==> config.mk <==
export PLATFORM = sky130hd
export DESIGN_NAME = exc_entry_seq
export DESIGN_NICKNAME = d
export VERILOG_FILES = /design/src/rtl/exc_pkg.sv /design/src/rtl/exc_arbiter.sv /design/src/rtl/exc_seq_fsm.sv /design/src/rtl/exc_entry_seq.sv
export SDC_FILE = /design/constraint.sdc
export NUM_CORES = 1
export LEC_CHECK = 0
export BUFFER_PORTS_ARGS = -buffer_cell sky130_fd_sc_hd__buf_2
export CAP_MARGIN = 10
export CORE_MARGIN = 8
export CORE_UTILIZATION = 49
export DETAILED_ROUTE_END_ITERATION = 12
export PLACE_DENSITY = 0.86
export SLEW_MARGIN = 20
export SYNTH_ARGS = -nofsm -noshare
export SYNTH_HDL_FRONTEND = slang
export SYNTH_SLANG_ARGS = --single-unit
==> constraint.sdc <==
create_clock -name clk -period 2.8 [get_ports clk]
set_clock_uncertainty 0.1 [all_clocks]
set_input_delay 0.56 -clock clk [delete_from_list [all_inputs] [get_ports clk]]
set_output_delay 0.56 -clock clk [all_outputs]
set_load 0.005 [all_outputs]
==> src/rtl/exc_pkg.sv <==
package exc_pkg;
  typedef enum logic [2:0] {
    ST_IDLE, ST_HOLD, ST_PUSH_PC, ST_PUSH_CCR, ST_MASK, ST_FETCH, ST_LOAD
  } seq_state_t;

  typedef enum logic [1:0] {
    K_RST, K_IRQ, K_TRAP
  } exc_kind_t;
endpackage

==> src/rtl/exc_arbiter.sv <==
module exc_arbiter #(
  parameter int NUM_W = 6
) (
  input  logic             clk,
  input  logic             rst,
  input  logic             idle,
  input  logic             rst_evt,
  input  logic             seq_done,
  input  logic             insn_end,
  input  logic             insn_blk,
  input  logic             irq_req,
  input  logic             irq_nmi,
  input  logic             irq_mask,
  input  logic [NUM_W-1:0] irq_num,
  input  logic             trap_exec,
  input  logic [NUM_W-1:0] trap_num,
  input  logic             sw_arm,
  output logic             take_irq,
  output logic             take_trap,
  output logic [NUM_W-1:0] take_num
);
  logic             arm_q;
  logic             trap_pend_q;
  logic [NUM_W-1:0] trap_num_q;
  logic             done_q;
  logic             irq_ok;
  logic             point;

  // acceptance points: clean instruction end, or first idle cycle after an entry
  assign irq_ok    = irq_req && arm_q && (irq_nmi || !irq_mask);
  assign point     = (insn_end && !insn_blk) || done_q;
  assign take_irq  = idle && !rst_evt && point && irq_ok;
  assign take_trap = idle && !rst_evt && !take_irq && (trap_exec || trap_pend_q);
  assign take_num  = take_irq ? irq_num : (trap_pend_q ? trap_num_q : trap_num);

  always_ff @(posedge clk) begin
    if (rst) begin
      arm_q       <= 1'b0;
      trap_pend_q <= 1'b0;
      trap_num_q  <= '0;
      done_q      <= 1'b0;
    end else begin
      done_q <= seq_done && !rst_evt;
      if (rst_evt)     arm_q <= 1'b0;
      else if (sw_arm) arm_q <= 1'b1;
      if (rst_evt) begin
        trap_pend_q <= 1'b0;
      end else if (trap_exec && !(take_trap && !trap_pend_q)) begin
        trap_pend_q <= 1'b1;
        trap_num_q  <= trap_num;
      end else if (take_trap) begin
        trap_pend_q <= 1'b0;
      end
    end
  end

  // arming only ever follows a software write strobe
  p_arm_source_r5: assert property (@(posedge clk) disable iff (rst)
    $rose(arm_q) |-> $past(sw_arm));
endmodule

==> src/rtl/exc_seq_fsm.sv <==
module exc_seq_fsm
  import exc_pkg::*;
#(
  parameter int          AW        = 16,
  parameter int          DW        = 16,
  parameter int          NUM_W     = 6,
  parameter logic [AW-1:0] VEC_BASE = '0,
  parameter int          VEC_BYTES = 2
) (
  input  logic             clk,
  input  logic             rst,
  input  logic             hold,
  input  logic             rst_start,
  input  logic             take_irq,
  input  logic             take_trap,
  input  logic [NUM_W-1:0] take_num,
  input  logic [AW-1:0]    cur_pc,
  input  logic [AW-1:0]    cur_sp,
  input  logic [DW-1:0]    cur_ccr,
  input  logic             mem_ack,
  input  logic [DW-1:0]    mem_rdata,
  output logic             idle,
  output logic             seq_done,
  output logic             busy,
  output logic             mem_req,
  output logic             mem_we,
  output logic [AW-1:0]    mem_addr,
  output logic [DW-1:0]    mem_wdata,
  output logic             mask_set,
  output logic             sp_load,
  output logic [AW-1:0]    sp_val,
  output logic             pc_load,
  output logic [AW-1:0]    pc_val
);
  localparam int WORD_BYTES = DW / 8;

  seq_state_t       state;
  exc_kind_t        kind;
  logic [NUM_W-1:0] num_r;
  logic [AW-1:0]    pc_r, sp_r, vec_r;
  logic [DW-1:0]    ccr_r;
  logic [AW-1:0]    push_addr, vec_addr;

  assign push_addr = sp_r - AW'(WORD_BYTES);
  assign vec_addr  = VEC_BASE + (AW'(num_r) * AW'(VEC_BYTES));

  always_ff @(posedge clk) begin
    if (rst) begin
      state <= ST_IDLE;
      kind  <= K_RST;
      num_r <= '0;
      pc_r  <= '0;
      sp_r  <= '0;
      ccr_r <= '0;
      vec_r <= '0;
    end else if (hold) begin
      state <= ST_HOLD;
    end else if (rst_start) begin
      state <= ST_FETCH;
      kind  <= K_RST;
      num_r <= '0;
    end else begin
      unique case (state)
        ST_IDLE: if (take_irq || take_trap) begin
          state <= ST_PUSH_PC;
          kind  <= take_irq ? K_IRQ : K_TRAP;
          num_r <= take_num;
          pc_r  <= cur_pc;
          sp_r  <= cur_sp;
          ccr_r <= cur_ccr;
        end
        ST_HOLD: state <= ST_HOLD;
        ST_PUSH_PC: if (mem_ack) begin
          sp_r  <= push_addr;
          state <= ST_PUSH_CCR;
        end
        ST_PUSH_CCR: if (mem_ack) begin
          sp_r  <= push_addr;
          state <= ST_MASK;
        end
        ST_MASK: state <= ST_FETCH;
        ST_FETCH: if (mem_ack) begin
          vec_r <= AW'(mem_rdata);
          state <= ST_LOAD;
        end
        ST_LOAD: state <= ST_IDLE;
        default: state <= ST_IDLE;
      endcase
    end
  end

  assign idle      = (state == ST_IDLE);
  assign busy      = (state != ST_IDLE);
  assign mem_req   = (state == ST_PUSH_PC) || (state == ST_PUSH_CCR) || (state == ST_FETCH);
  assign mem_we    = (state == ST_PUSH_PC) || (state == ST_PUSH_CCR);
  assign mem_addr  = (state == ST_FETCH) ? vec_addr : push_addr;
  assign mem_wdata = (state == ST_PUSH_PC) ? DW'(pc_r) : ccr_r;
  assign mask_set  = (state == ST_MASK);
  assign sp_load   = (state == ST_MASK);
  assign sp_val    = sp_r;
  assign pc_load   = (state == ST_LOAD);
  assign pc_val    = vec_r;
  assign seq_done  = (state == ST_LOAD) && (kind != K_RST);

  // a reset entry never writes to memory
  p_reset_nowrite_r3: assert property (@(posedge clk) disable iff (rst)
    (mem_req && mem_we) |-> (kind != K_RST));
  // busy drops right after the PC is loaded
  p_busy_drop_r8: assert property (@(posedge clk) disable iff (rst)
    (pc_load && !hold && !rst_start) |=> !busy);
  // the mask update is followed by the vector read
  p_mask_then_fetch_r7: assert property (@(posedge clk) disable iff (rst)
    (mask_set && !hold && !rst_start) |=> (mem_req && !mem_we));
endmodule

==> src/rtl/exc_entry_seq.sv <==
module exc_entry_seq #(
  parameter int            AW        = 16,
  parameter int            DW        = 16,
  parameter int            NUM_W     = 6,
  parameter logic [AW-1:0] VEC_BASE  = '0,
  parameter int            VEC_BYTES = 2
) (
  input  logic             clk,
  input  logic             rst,
  input  logic             ext_rst_n,
  input  logic             wdt_ovf,
  input  logic             irq_req,
  input  logic             irq_nmi,
  input  logic             irq_mask,
  input  logic [NUM_W-1:0] irq_num,
  input  logic             trap_exec,
  input  logic [NUM_W-1:0] trap_num,
  input  logic             insn_end,
  input  logic             insn_blk,
  input  logic             sw_arm,
  input  logic [AW-1:0]    cur_pc,
  input  logic [AW-1:0]    cur_sp,
  input  logic [DW-1:0]    cur_ccr,
  output logic             mem_req,
  output logic             mem_we,
  output logic [AW-1:0]    mem_addr,
  output logic [DW-1:0]    mem_wdata,
  input  logic             mem_ack,
  input  logic [DW-1:0]    mem_rdata,
  output logic             busy,
  output logic             mask_set,
  output logic             sp_load,
  output logic [AW-1:0]    sp_val,
  output logic             pc_load,
  output logic [AW-1:0]    pc_val
);
  logic             pin_q;
  logic             hold, rst_start, rst_evt;
  logic             idle, seq_done, take_irq, take_trap;
  logic [NUM_W-1:0] take_num;

  always_ff @(posedge clk) begin
    if (rst) pin_q <= 1'b1;
    else     pin_q <= ext_rst_n;
  end

  assign hold      = !ext_rst_n;
  assign rst_start = (ext_rst_n && !pin_q) || wdt_ovf;
  assign rst_evt   = hold || rst_start;

  exc_arbiter #(.NUM_W(NUM_W)) u_arb (
    .clk(clk), .rst(rst), .idle(idle), .rst_evt(rst_evt), .seq_done(seq_done),
    .insn_end(insn_end), .insn_blk(insn_blk), .irq_req(irq_req),
    .irq_nmi(irq_nmi), .irq_mask(irq_mask), .irq_num(irq_num),
    .trap_exec(trap_exec), .trap_num(trap_num), .sw_arm(sw_arm),
    .take_irq(take_irq), .take_trap(take_trap), .take_num(take_num)
  );

  exc_seq_fsm #(
    .AW(AW), .DW(DW), .NUM_W(NUM_W), .VEC_BASE(VEC_BASE), .VEC_BYTES(VEC_BYTES)
  ) u_fsm (
    .clk(clk), .rst(rst), .hold(hold), .rst_start(rst_start),
    .take_irq(take_irq), .take_trap(take_trap), .take_num(take_num),
    .cur_pc(cur_pc), .cur_sp(cur_sp), .cur_ccr(cur_ccr),
    .mem_ack(mem_ack), .mem_rdata(mem_rdata),
    .idle(idle), .seq_done(seq_done), .busy(busy),
    .mem_req(mem_req), .mem_we(mem_we), .mem_addr(mem_addr), .mem_wdata(mem_wdata),
    .mask_set(mask_set), .sp_load(sp_load), .sp_val(sp_val),
    .pc_load(pc_load), .pc_val(pc_val)
  );

  // a low reset line parks the block with the bus quiet
  p_hold_quiet_r3: assert property (@(posedge clk) disable iff (rst)
    !ext_rst_n |=> (busy && !mem_req));
endmodule

# ---- Yosys cells after proc, flatten, opt, wreduce, memory -nomap -nowiden
# Index checks and enable logic that the tools add are counted.
dict set report word_totals {
  regBits 85
  in_bits 88
  output_inout_bits 70
  elab_cells 108
}
dict set report op_classes {
  addsub 1
  eq_ne 19
  muxes 23
  n_bitwise 3
  reduce_logical 48
}
# cell count
set ops {}
lappend ops {{two-way mux 16 bit} 4}
lappend ops {{one-hot mux 16 bit (2 select lines)} 1}
lappend ops {{two-way mux 6 bit} 5}
lappend ops {{AND reduction 4 bit} 5}
lappend ops {{one-hot mux 3 bit (6 select lines)} 1}
lappend ops {{subtractor 16 x 2 -> 16 bit, second input constant} 1}
lappend ops {{two-way mux 3 bit} 5}
lappend ops {{logical AND 1 bit} 13}
lappend ops {{!= test 4 bit, second input constant} 3}
lappend ops {{nonzero test 2 bit} 5}
lappend ops {{equality test 3 bit, second input constant} 3}
lappend ops {{!= test 3 bit, second input constant} 3}
lappend ops {{logical NOT 1 bit} 8}
lappend ops {{logical OR 1 bit} 8}
lappend ops {{two-way mux 2 bit} 4}
lappend ops {{equality test 3 x 2 -> 1 bit, second input constant} 2}
lappend ops {{!= test 2 bit, second input constant} 3}
lappend ops {{OR reduction 2 bit} 3}
lappend ops {{AND reduction 5 bit} 1}
lappend ops {{!= test 2 x 1 -> 1 bit, second input constant} 2}
lappend ops {{!= test 4 x 3 -> 1 bit, second input constant} 1}
lappend ops {{equality test 3 x 1 -> 1 bit, second input constant} 1}
lappend ops {{logical NOT 3 bit} 1}
lappend ops {{two-way mux 1 bit} 3}
lappend ops {{other kinds (6)} 8}

# ---- Depth between registers and ports, before layout
# Gate-level depths: netlist of run 1.
dict set report logic_depth {
  word_depth 16
  mapped_depth 9
  ltp_nobuf 7
}

# ---- Cells and area by module
# Synthesis of run 1 repeated with hierarchy kept, for this count alone.
dict set report hier_totals {
  cells_unflattened 521
  hier_area_um2 4126.5
}
# mod instances cells_each area_per_inst_um2 seq_area_each_um2
set by_module_without_submodules {}
lappend by_module_without_submodules {exc_seq_fsm 1 458 3547.2 1501.4}
lappend by_module_without_submodules {exc_arbiter 1 57 530.5 180.2}
lappend by_module_without_submodules {exc_entry_seq 1 6 48.8 20.0}

# ---- Least setup slack after synthesis of run 1
# OpenSTA, ideal clock, no wires.
dict set report synth_path {
  kind {register to output}
  startpoint {register u_fsm.sp_r[1] (netlist: u_fsm.sp_val[1])}
  endpoint {output port mem_addr[15]}
  arrival_ps 1760
  required_ps 2140
  setup_slack_ps 380
  stages_incl_launch_ff 10
  path_buffers 2
  path_cell_list {dfxtp_1 inv_1 ha_1 or3b_1 buf_2 or2_0 buf_2 nor3_4 xnor2_1 nor2_1}
}
dict set report synth_via {
  elab_chain_cells 2
}
# item line
set synth_rtl {}
lappend synth_rtl {{start: declaration} exc_seq_fsm.sv:40} ;# logic [AW-1:0] pc_r, sp_r, vec_r;
lappend synth_rtl {{start signal: assignment} exc_seq_fsm.sv:69} ;# sp_r <= cur_sp;
lappend synth_rtl {{start signal: assignment} exc_seq_fsm.sv:74} ;# sp_r <= push_addr;
lappend synth_rtl {{start signal: assignment} exc_seq_fsm.sv:78} ;# sp_r <= push_addr;
lappend synth_rtl {{subtractor 16 x 2 -> 16 bit} exc_seq_fsm.sv:44} ;# assign push_addr = sp_r - AW'(WORD_BYTES);
lappend synth_rtl {{two-way mux 16 bit} exc_seq_fsm.sv:96} ;# assign mem_addr = (state == ST_FETCH) ? vec_addr : push_addr;
lappend synth_rtl {{end: declaration} exc_entry_seq.sv:26} ;# output logic [AW-1:0] mem_addr,
# Every way passes these cells.

# ---- Final worst setup path of run 1
dict set report layout_path {
  startpoint {register u_fsm.sp_r[1] (netlist: u_fsm.sp_val[1])}
  endpoint {output port mem_addr[12]}
}
# Same word-level chain as after synthesis.

==> flow_metrics.py, run 1 <==
metrics = {
    "synth": {
        "syn_inst": 533,
        "syn_nets": 622,
        "yosysSeqAreaShare_pct": 41.0,
        "ys_ff_latch": 85,
        "synth_top_cell_area_share_pct": 41.0,
        "yosys_warnings": 0,
        "synthesis.area_mm2": 0.00415,
        "avgSynthCellArea_um2": 7.79,
        "synth.area.top_cells": "dfxtp_1 (41%), nand2_1 (13%), a21oi_1 (8.4%)",
        "async_reset_ff_share_pct": 0,
        "synth_edf_count": 0,
        "ys_types": 62,
        "ys.flop_type": "dfxtp_1",
        "yosys.area.top_type": "dfxtp_1",
    },
    "power": {
        "power.density_mw_per_mm2": 491,
        "ir_drop_uv": 295,
        "leakage_nw": 2.35,
        "fin_total_pwr_mw": 2.61,
    },
    "sta": {
        "fmax_mhz": 366,
        "holdWs_ns": 0.316,
        "hold_viol": 0,
        "worst_pin_slew_ns": 0.758,
        "fin_crit_sh_pct": 97.6,
        "setup_viol": 0,
        "rsz0062_at_grt": "true",
        "slew_violations": 0,
        "min_period_ns": 2.73,
        "slew_headroom_pct": 49.3,
        "setup_tns_ns": 0,
    },
    "floorplan": {
        "die_area_mm2": 0.0117,
        "rows": 33,
        "die_y_um": 108,
        "die_w_um": 108,
        "initial_core_util_pct": 50.6,
        "core_mm2": 0.00822,
        "io_pins": 158,
    },
    "setup_path": {
        "crit_type": "flop to output port",
        "critPathLaunch": "u_fsm.sp_val[1]$_SDFFE_PP0P_",
        "r2r_cells": 5,
        "cp-start-kind": "flop",
        "cp_max_fo": 5,
        "worst-endpoint-arrival_ns": 2.07,
        "r2r_start": "u_fsm.state[2]$_SDFFE_PP0P_",
        "r2r-end": "u_fsm.pc_val[1]$_SDFFE_PP0P_",
        "cp.required_ns": 2.14,
        "endpoint_kind": "output port",
        "crit_end": "mem_addr[12]",
        "reg2reg_slack_ns": 0.34,
    },
    "clock_network": {
        "cts_tree": "done",
        "cts-root-buf": "clkbuf_8",
        "cts_sinks": 85,
        "cts_max_level": 3,
        "cts-buffers-inserted": 9,
        "clkLatencyLatePin_ns": 0.34,
        "path_clk_slew_ns": 0.09,
        "cts_buffer_depth": 2,
    },
    "layout": {
        "final_cell_mix": "buf_2 (157), nand2_1 (141), dfxtp_1 (83)",
        "layout-drive-gt1-share_pct": 34.5,
        "area_delta_synth_final_pct": 27.8,
        "diodes": 0,
        "final_common_cell": "buf_2",
        "utilization_pct": 64.6,
        "final-seq-area_mm2": 0.00171,
        "nets": 768,
        "multi_input_area_mm2": 0.00229,
        "fillCellCount": 738,
        "final_cells": 789,
    },
    "job": {
        "cap_violations": 0,
    },
    "global_routing": {
        "grt-ovfl-total": 0,
        "grt_first_pass_wirelength_um": 19700,
        "grt_max_degree": 46,
        "grt_usage_pct": 20.4,
        "antenna_found_initial": 0,
        "first_global_vias": 4291,
    },
    "place": {
        "hpwl_um": 9280,
        "dp.cells": 770,
        "gp_congestion": 0.943,
        "portBuffers": 157,
    },
    "detailed_routing": {
        "wl_um": 12300,
        "dr.pass1.iters": 5,
        "detail-route-antenna-nets": 0,
        "viasPerCell": 5.34,
        "wl_per_cell_um": 15.6,
        "first_iter_violations": 220,
        "drc": 0,
        "vias": 4215,
    },
    "status": {
        "status": "finished, final reports clean",
    },
    "hold_path": {
        "hp-class": "input pin to flop",
    },
}
-- synthesized netlist by cell type, types with 3 or more instances --
cell type	count
a21oi_1	70
a22o_1	3
buf_2	7
buf_4	3
clkbuf_1	25
dfxtp_1	85
inv_1	10
mux2_2	16
mux2i_1	8
nand2_1	141
nand2b_1	6
nand3_1	5
nor2_1	38
nor3_1	8
o211ai_1	7
o21ai_0	23
o32ai_1	7
or2_2	3
xnor2_1	8
xor2_1	3
-- flip-flops by register name, indices dropped and copies added, names as in the netlist --
| register | count |
|---|---|
| u_fsm.ccr_r | 16 |
| u_fsm.pc_r | 16 |
| u_fsm.pc_val | 16 |
| u_fsm.sp_val | 16 |
| u_arb.trap_num_q | 6 |
| u_fsm.num_r | 6 |
| u_fsm.state | 3 |
| u_fsm.kind | 2 |
| pin_q | 1 |
| u_arb.arm_q | 1 |
| u_arb.done_q | 1 |
| u_arb.trap_pend_q | 1 |
-- how the worst min path moves through the flow --
stage	cells after the start	to	slack, ns	start
after floorplan	2	u_fsm.pc_r[0]$_SDFFE_PP0P_	0.33	u_fsm.pc_r[0]$_SDFFE_PP0P_
final	2	u_arb.arm_q$_SDFFE_PP0P_	0.32	sw_arm
after global placement	2	u_fsm.pc_val[5]$_SDFFE_PP0P_	0.33	u_fsm.pc_val[5]$_SDFFE_PP0P_
after global routing	2	u_arb.arm_q$_SDFFE_PP0P_	0.29	sw_arm
after CTS	2	u_arb.arm_q$_SDFFE_PP0P_	0.30	sw_arm
after detailed placement	2	u_fsm.pc_val[8]$_SDFFE_PP0P_	0.34	u_fsm.pc_val[8]$_SDFFE_PP0P_
-- layer usage --
metal | GRT usage (%) | up-vias | routed length [um]
li1 | - | 2122 | -
met1 | 23.1 | 1910 | 4890
met2 | 35.3 | 168 | 6190
met3 | 5.77 | 15 | 1010
met4 | 8.52 | 0 | 192
met5 | 0 | - | 0
-- what timing repair did --
item | 4_1_cts | 5_1_grt
endpoints found under the setup margin | 5 | 4
pin swaps | 4 | 3
hold buffers | 0 | 0
gates resized for setup | 12 | 5
setup buffers | 3 | 0
-- cell families (layout without fill, tap and decap cells) --
family / Yosys count / in the layout / share of synthesized area, %
AND/OR/NAND/NOR: 224 / 224 / 24.1
AO/OA/AOI/OAI: 139 / 139 / 20.9
flip-flops: 85 / 85 / 41.0
buffers and inverters: 49 / 200 / 5.12
multiplexers: 24 / 24 / 6.27
XOR/XNOR: 11 / 11 / 2.32
adder cells (fa/ha/maj): 1 / 1 / 0.301
-- stage by stage --
| stage | instance area, um2 | setup WS (ns) |
|---|---|---|
| 4_1_cts | 5290 | 0.0113 |
| 6_report | 5310 | 0.0671 |
| 3_3_place_gp | 5000 | 0.364 |
| 2_1_floorplan | 4150 | 0.380 |
| 3_5_place_dp | 5000 | 0.239 |
| 5_1_grt | 5310 | -0.0309 |
-- cell type report --
| type | instances | share of cell area, % |
|---|---|---|
| clock buffer | 9 | 2.33 |
| clock inverter | 7 | 2.03 |
| timing repair buffer | 173 | 17.1 |
| multi-input combinational | 399 | 43.1 |
| sequential | 85 | 32.2 |
| inverter | 11 | 0.825 |
| tap | 105 | 2.48 |
-- where the power goes --
part | internal (mW) | switching, mW
Combinational | 0.180 | 0.193
Clock | 0.517 | 0.465
Sequential | 1.23 | 0.0230
-- worst max-delay path, cell delays in order (launching register included) --
cell     delay [ns]
dfxtp_4        0.37
or4_4          0.59
or2_2          0.35
nor2_2         0.14
xnor2_1        0.12
nor2_1         0.05
buf_2          0.12
(Power assumes the default switching activity.)
==> inputs of run 2 (changes only) <==
==> constraint.sdc (replaced) <==
create_clock -name clk -period 2.8 [get_ports clk]
set_clock_uncertainty 0.1 [all_clocks]
set_input_delay 0.14 -clock clk [delete_from_list [all_inputs] [get_ports clk]]
set_output_delay 0.14 -clock clk [all_outputs]
set_load 0.005 [all_outputs]
==> run 2 against run 1 <==
Effect of this change: worst setup slack better by 0.10 ns; critical path type unchanged; largest power group unchanged; worst hold slack worse by 0.28 ns; combinational power is 14% higher; sequential cell count stayed put; first-iteration DRC count is 17% lower; critical path depth is 2 higher; sequential power hardly changed; maximum frequency is 4.0% higher; via count is 6.9% higher; design area is 8.9% higher.
==> flow_metrics.py, run 2 (synthesis results as in run 1) <==
metrics = {
    "clock_network": {
        "cts_tree": "done",
        "cts-buffers-inserted": 9,
        "cts_sinks": 85,
        "cts_setup_buffers": 0,
        "cts_buffer_depth": 2,
        "cts-root-buf": "clkbuf_8",
        "cts_max_level": 3,
        "path_clk_slew_ns": 0.09,
        "clkLatencyLatePin_ns": 0.34,
    },
    "layout": {
        "final-seq-area_mm2": 0.00170,
        "multi_input_area_mm2": 0.00224,
        "final_cell_mix": "buf_2 (157), nand2_1 (141), dfxtp_1 (85)",
        "area_delta_synth_final_pct": 39.1,
        "final_cells": 846,
        "utilization_pct": 70.3,
        "layout-drive-gt1-share_pct": 29.4,
        "final_common_cell": "buf_2",
        "design_area_mm2": 0.00578,
        "nets": 822,
        "fillCellCount": 606,
    },
    "place": {
        "dp.cells": 765,
        "placed_cell_area_mm2": 0.00497,
        "hpwl_um": 8910,
        "gp_congestion": 0.873,
        "portBuffers": 157,
    },
    "detailed_routing": {
        "detail-route-antenna-nets": 0,
        "wl_um": 13500,
        "dr.pass1.iters": 5,
        "first_iter_violations": 183,
        "drc": 0,
        "vias": 4504,
        "wl_per_cell_um": 16.0,
        "viasPerCell": 5.32,
    },
    "sta": {
        "setup_viol": 0,
        "fin_crit_sh_pct": 93.9,
        "setup_tns_ns": 0,
        "rsz0062_at_grt": "false",
        "worst_pin_slew_ns": 0.789,
        "slew_headroom_pct": 47.4,
        "slew_violations": 0,
        "fmax_mhz": 381,
        "holdWs_ns": 0.0395,
        "hold_viol": 0,
        "min_period_ns": 2.63,
    },
    "setup_path": {
        "cp.required_ns": 2.56,
        "endpoint_kind": "output port",
        "crit_type": "flop to output port",
        "cp_max_fo": 7,
        "worst-endpoint-arrival_ns": 2.39,
        "cp-start-kind": "flop",
    },
    "floorplan": {
        "die_area_mm2": 0.0117,
        "initial_core_util_pct": 50.6,
        "die_w_um": 108,
        "io_pins": 158,
        "rows": 33,
        "core_mm2": 0.00822,
        "die_y_um": 108,
    },
    "global_routing": {
        "grt_usage_pct": 22.5,
        "first_global_vias": 4563,
        "grt-ovfl-total": 0,
        "grt_max_degree": 46,
        "grt_first_pass_wirelength_um": 21600,
        "antenna_found_initial": 1,
    },
    "job": {
        "cap_violations": 0,
    },
    "power": {
        "power.density_mw_per_mm2": 429,
        "ir_drop_uv": 244,
        "leakage_nw": 2.53,
    },
    "status": {
        "status": "finished, final reports clean",
    },
    "hold_path": {
        "hp-class": "input pin to flop",
    },
}
[run 2: cell count changes in the layout (fill, tap and decap cells not counted), moves of 2 or more]
cell	before	now
inv_1	8	10
buf_4	16	7
dfxtp_1	83	85
nor2_1	36	38
bufinv_16	2	0
dlygate4sd3_1	0	62
nor2_2	3	1
diode_2	0	3
[run 2: timing repair]
action	in CTS	in global routing
hold buffers	62	0
endpoints found under the hold margin	62	0
setup endpoints to repair	0	2
resized for setup	0	1
[run 2: path summary, 6_finish.rpt]
check / cells past startpoint / start / slack, ns / to
max reg2reg: 7 / u_fsm.sp_val[1]$_SDFFE_PP0P_ / 0.48 / u_fsm.sp_val[15]$_SDFFE_PP0P_
max: 8 / u_fsm.sp_val[1]$_SDFFE_PP0P_ / 0.17 / mem_addr[15]
min reg2reg: 2 / u_fsm.pc_val[5]$_SDFFE_PP0P_ / 0.35 / u_fsm.pc_val[5]$_SDFFE_PP0P_
min: 3 / trap_exec / 0.04 / u_arb.trap_pend_q$_SDFFE_PP0P_
[run 2: layer usage]
metal	global-route usage, %	vias up	wire (um)
li1	-	2226	-
met1	24.6	2035	5230
met2	38.6	213	6730
met3	6.78	30	1210
met4	11.1	0	354
met5	0	-	0
[run 2: where the power goes]
| group | switching [mW] | internal (mW) |
|---|---|---|
| clock | 0.463 | 0.335 |
| combinational | 0.205 | 0.222 |
| sequential | 0.0225 | 1.23 |
[run 2: through the flow]
step | power [mW] | setup WS [ns]
finish | 2.48 | 0.172
global route | 2.60 | 0.0209
CTS | 2.50 | 0.113
detailed placement | 1.63 | 0.466
global placement | 1.62 | 0.593
floorplan | 1.48 | 0.673
[run 2: area by class of cell]
type                    count  share of cell area (%)
multi-input cells         399                    38.8
clock buffers               9                    2.14
repair buffers            227                    25.6
inverters                  11                   0.714
diodes                      3                   0.130
well taps                 105                    2.27
clock inverters             7                   0.953
flip-flops and latches     85                    29.4
[run 2: worst max-delay path, stage by stage (launching register included)]
cell and delay, ns:
dfxtp_1 0.35, inv_1 0.12, ha_1 0.21, or3b_1 0.48
or2_1 0.36, nor3_4 0.20, xnor2_1 0.14, nor2_1 0.05
buf_2 0.12
==> inputs of run 3 (changes only) <==
--- a/config.mk
+++ b/config.mk
@@ -8,9 +8,10 @@
 export BUFFER_PORTS_ARGS = -buffer_cell sky130_fd_sc_hd__buf_2
 export CAP_MARGIN = 10
 export CORE_MARGIN = 8
-export CORE_UTILIZATION = 49
+export CORE_UTILIZATION = 44
+export CTS_BUF_LIST = sky130_fd_sc_hd__clkbuf_8 sky130_fd_sc_hd__clkbuf_16
 export DETAILED_ROUTE_END_ITERATION = 12
-export PLACE_DENSITY = 0.86
+export PLACE_DENSITY = 0.82
 export SLEW_MARGIN = 20
 export SYNTH_ARGS = -nofsm -noshare
 export SYNTH_HDL_FRONTEND = slang
==> constraint.sdc (replaced) <==
create_clock -name clk -period 2.39 [get_ports clk]
set_clock_uncertainty 0.1 [all_clocks]
set_input_delay 0.1195 -clock clk [delete_from_list [all_inputs] [get_ports clk]]
set_output_delay 0.1195 -clock clk [all_outputs]
set_load 0.005 [all_outputs]
==> run 3 against run 2 <==
Effect of this change: combinational power up 25%; count of clock-buffer cells in the layout unchanged; via count up 3.8%; utilization down 5.2 points; critical endpoint is now mem_addr[13]; critical path type unchanged.
==> flow_metrics.py, run 3 (synthesis results as in run 1) <==
metrics = {
    "place": {
        "hpwl_um": 9460,
        "portBuffers": 157,
        "gp_congestion": 0.847,
        "placed_cell_area_mm2": 0.00503,
        "dp.cells": 779,
        "place_ws_ns": 0.167,
    },
    "layout": {
        "area_delta_synth_final_pct": 44.2,
        "nets": 835,
        "layout-drive-gt1-share_pct": 31.7,
        "final_common_cell": "buf_2",
        "final_cells": 863,
        "design_area_mm2": 0.00599,
        "final_cell_mix": "buf_2 (157), nand2_1 (141), dfxtp_1 (83)",
    },
    "sta": {
        "setup_viol": 0,
        "worst_slack_ns": 0.0487,
        "worst_pin_slew_ns": 0.694,
        "setup_tns_ns": 0,
        "min_period_ns": 2.34,
        "slew_violations": 0,
        "fin_crit_sh_pct": 98.0,
        "fmax_mhz": 427,
        "slew_headroom_pct": 53.7,
        "rsz0062_at_grt": "true",
        "hold_viol": 0,
    },
    "detailed_routing": {
        "dr_wl_met3_um": 959,
        "top_layer": "met4",
        "viasPerCell": 5.42,
        "wl_met1_um": 5510,
        "first_iter_violations": 394,
        "drc": 0,
        "wl_um": 14200,
        "wl_per_cell_um": 16.4,
        "wl_met2_um": 7090,
        "detail-route-antenna-nets": 0,
        "vias": 4675,
        "dr.pass1.iters": 6,
    },
    "power": {
        "power.density_mw_per_mm2": 555,
        "fin_total_pwr_mw": 3.32,
        "leakage_nw": 2.63,
        "ir_drop_uv": 338,
    },
    "hold_path": {
        "whs_path_depth": 3,
        "worstHoldStart": "cur_sp[1]",
        "min_to": "u_fsm.sp_val[1]$_SDFFE_PP0P_",
        "hp-class": "input pin to flop",
    },
    "setup_path": {
        "r2r-end": "u_fsm.sp_val[1]$_SDFFE_PP0P_",
        "r2r_cells": 5,
        "cp.required_ns": 2.17,
        "endpoint_kind": "output port",
        "cp-start-kind": "flop",
        "crit_type": "flop to output port",
        "worst-endpoint-arrival_ns": 2.12,
        "cp_max_fo": 6,
        "r2r_start": "u_fsm.state[2]$_SDFFE_PP0P_",
        "reg2reg_slack_ns": 0.35,
    },
    "clock_network": {
        "cts_buffer_depth": 2,
        "cts_tree": "done",
        "cts_sinks": 85,
        "cts_max_level": 3,
        "clkLatencyLatePin_ns": 0.35,
        "path_clk_slew_ns": 0.09,
        "cts-root-buf": "clkbuf_8",
        "cts-buffers-inserted": 9,
    },
    "status": {
        "status": "finished, final reports clean",
    },
    "global_routing": {
        "grt_usage_pct": 21.6,
        "grt_first_pass_wirelength_um": 22700,
        "first_global_vias": 4713,
        "antenna_found_initial": 2,
        "grt_max_degree": 39,
        "grt-ovfl-total": 0,
    },
    "floorplan": {
        "die_y_um": 113,
        "die_area_mm2": 0.0128,
        "rows": 35,
        "io_pins": 158,
        "initial_core_util_pct": 45.2,
        "die_w_um": 113,
        "core_mm2": 0.00920,
    },
    "job": {
        "cap_violations": 0,
    },
}
==> run 3: cell count changes in the layout (fill, tap and decap cells not counted), sizes merged <==
cell,delta
buf,+13
bufinv,+4
clkinv,-1
diode,-1
inv,-4
==> run 3: layout make-up <==
cell class | count | area, um2
well taps | 111 | 139
flip-flops and latches | 85 | 1710
clock buffers | 9 | 124
multi-input cells | 399 | 2270
inverters | 11 | 43.8
fillers | 734 | 3210
clock inverters | 6 | 136
repair buffers | 240 | 1560
diodes | 2 | 5.00
==> run 3: power by group <==
part | switching, mW | internal [mW] | total (mW)
Sequential | 0.0245 | 1.44 | 1.47
Clock | 0.529 | 0.796 | 1.33
Combinational | 0.257 | 0.277 | 0.533
==> run 3: critical path, cell delays in order (launching register included) <==
cell and delay (ns):
dfxtp_4 0.37, inv_4 0.07, ha_4 0.13, or3b_4 0.37, or2_4 0.31, nor3_4 0.20
xnor2_1 0.14, nor2_1 0.06, buf_2 0.12
==> run 3: repair_timing <==
action / CTS / global route
setup buffers: 0 / 5
hold buffers: 62 / 0
hold endpoints to repair: 63 / 0
pin swaps: 0 / 5
gates resized for setup: 6 / 8
setup endpoints to repair: 4 / 6
==> run 3: routing by layer <==
metal / vias to the layer above / GRT usage, %
li1: 2247 / -
met1: 2161 / 23.6
met2: 210 / 37.4
met3: 57 / 5.11
met4: 0 / 12.5
met5: - / 0
==> run 3: worst max-delay path by stage <==
stage,endpoint,cells past startpoint,start,slack [ns]
final,mem_addr[13],8,u_fsm.sp_val[1]$_SDFFE_PP0P_,0.05
after CTS,mem_addr[15],8,u_fsm.sp_val[1]$_SDFFE_PP0P_,-0.0004
after floorplan,u_fsm.sp_val[15]$_SDFFE_PP0P_,9,u_fsm.sp_val[1]$_SDFFE_PP0P_,0.26
after detailed placement,u_fsm.sp_val[13]$_SDFFE_PP0P_,7,u_fsm.sp_val[1]$_SDFFE_PP0P_,0.17
after global routing,mem_addr[13],8,u_fsm.sp_val[1]$_SDFFE_PP0P_,-0.04
after global placement,u_fsm.sp_val[15]$_SDFFE_PP0P_,7,u_fsm.sp_val[1]$_SDFFE_PP0P_,0.25
==> run 3: stage by stage <==
step                      hold WS (ns)  util (%)
final                           0.0170      65.1
after global routing            0.0265      65.1
after floorplan                  0.126         -
after global placement           0.217      54.7
after detailed placement         0.219      54.7
after CTS                      0.00558      64.4
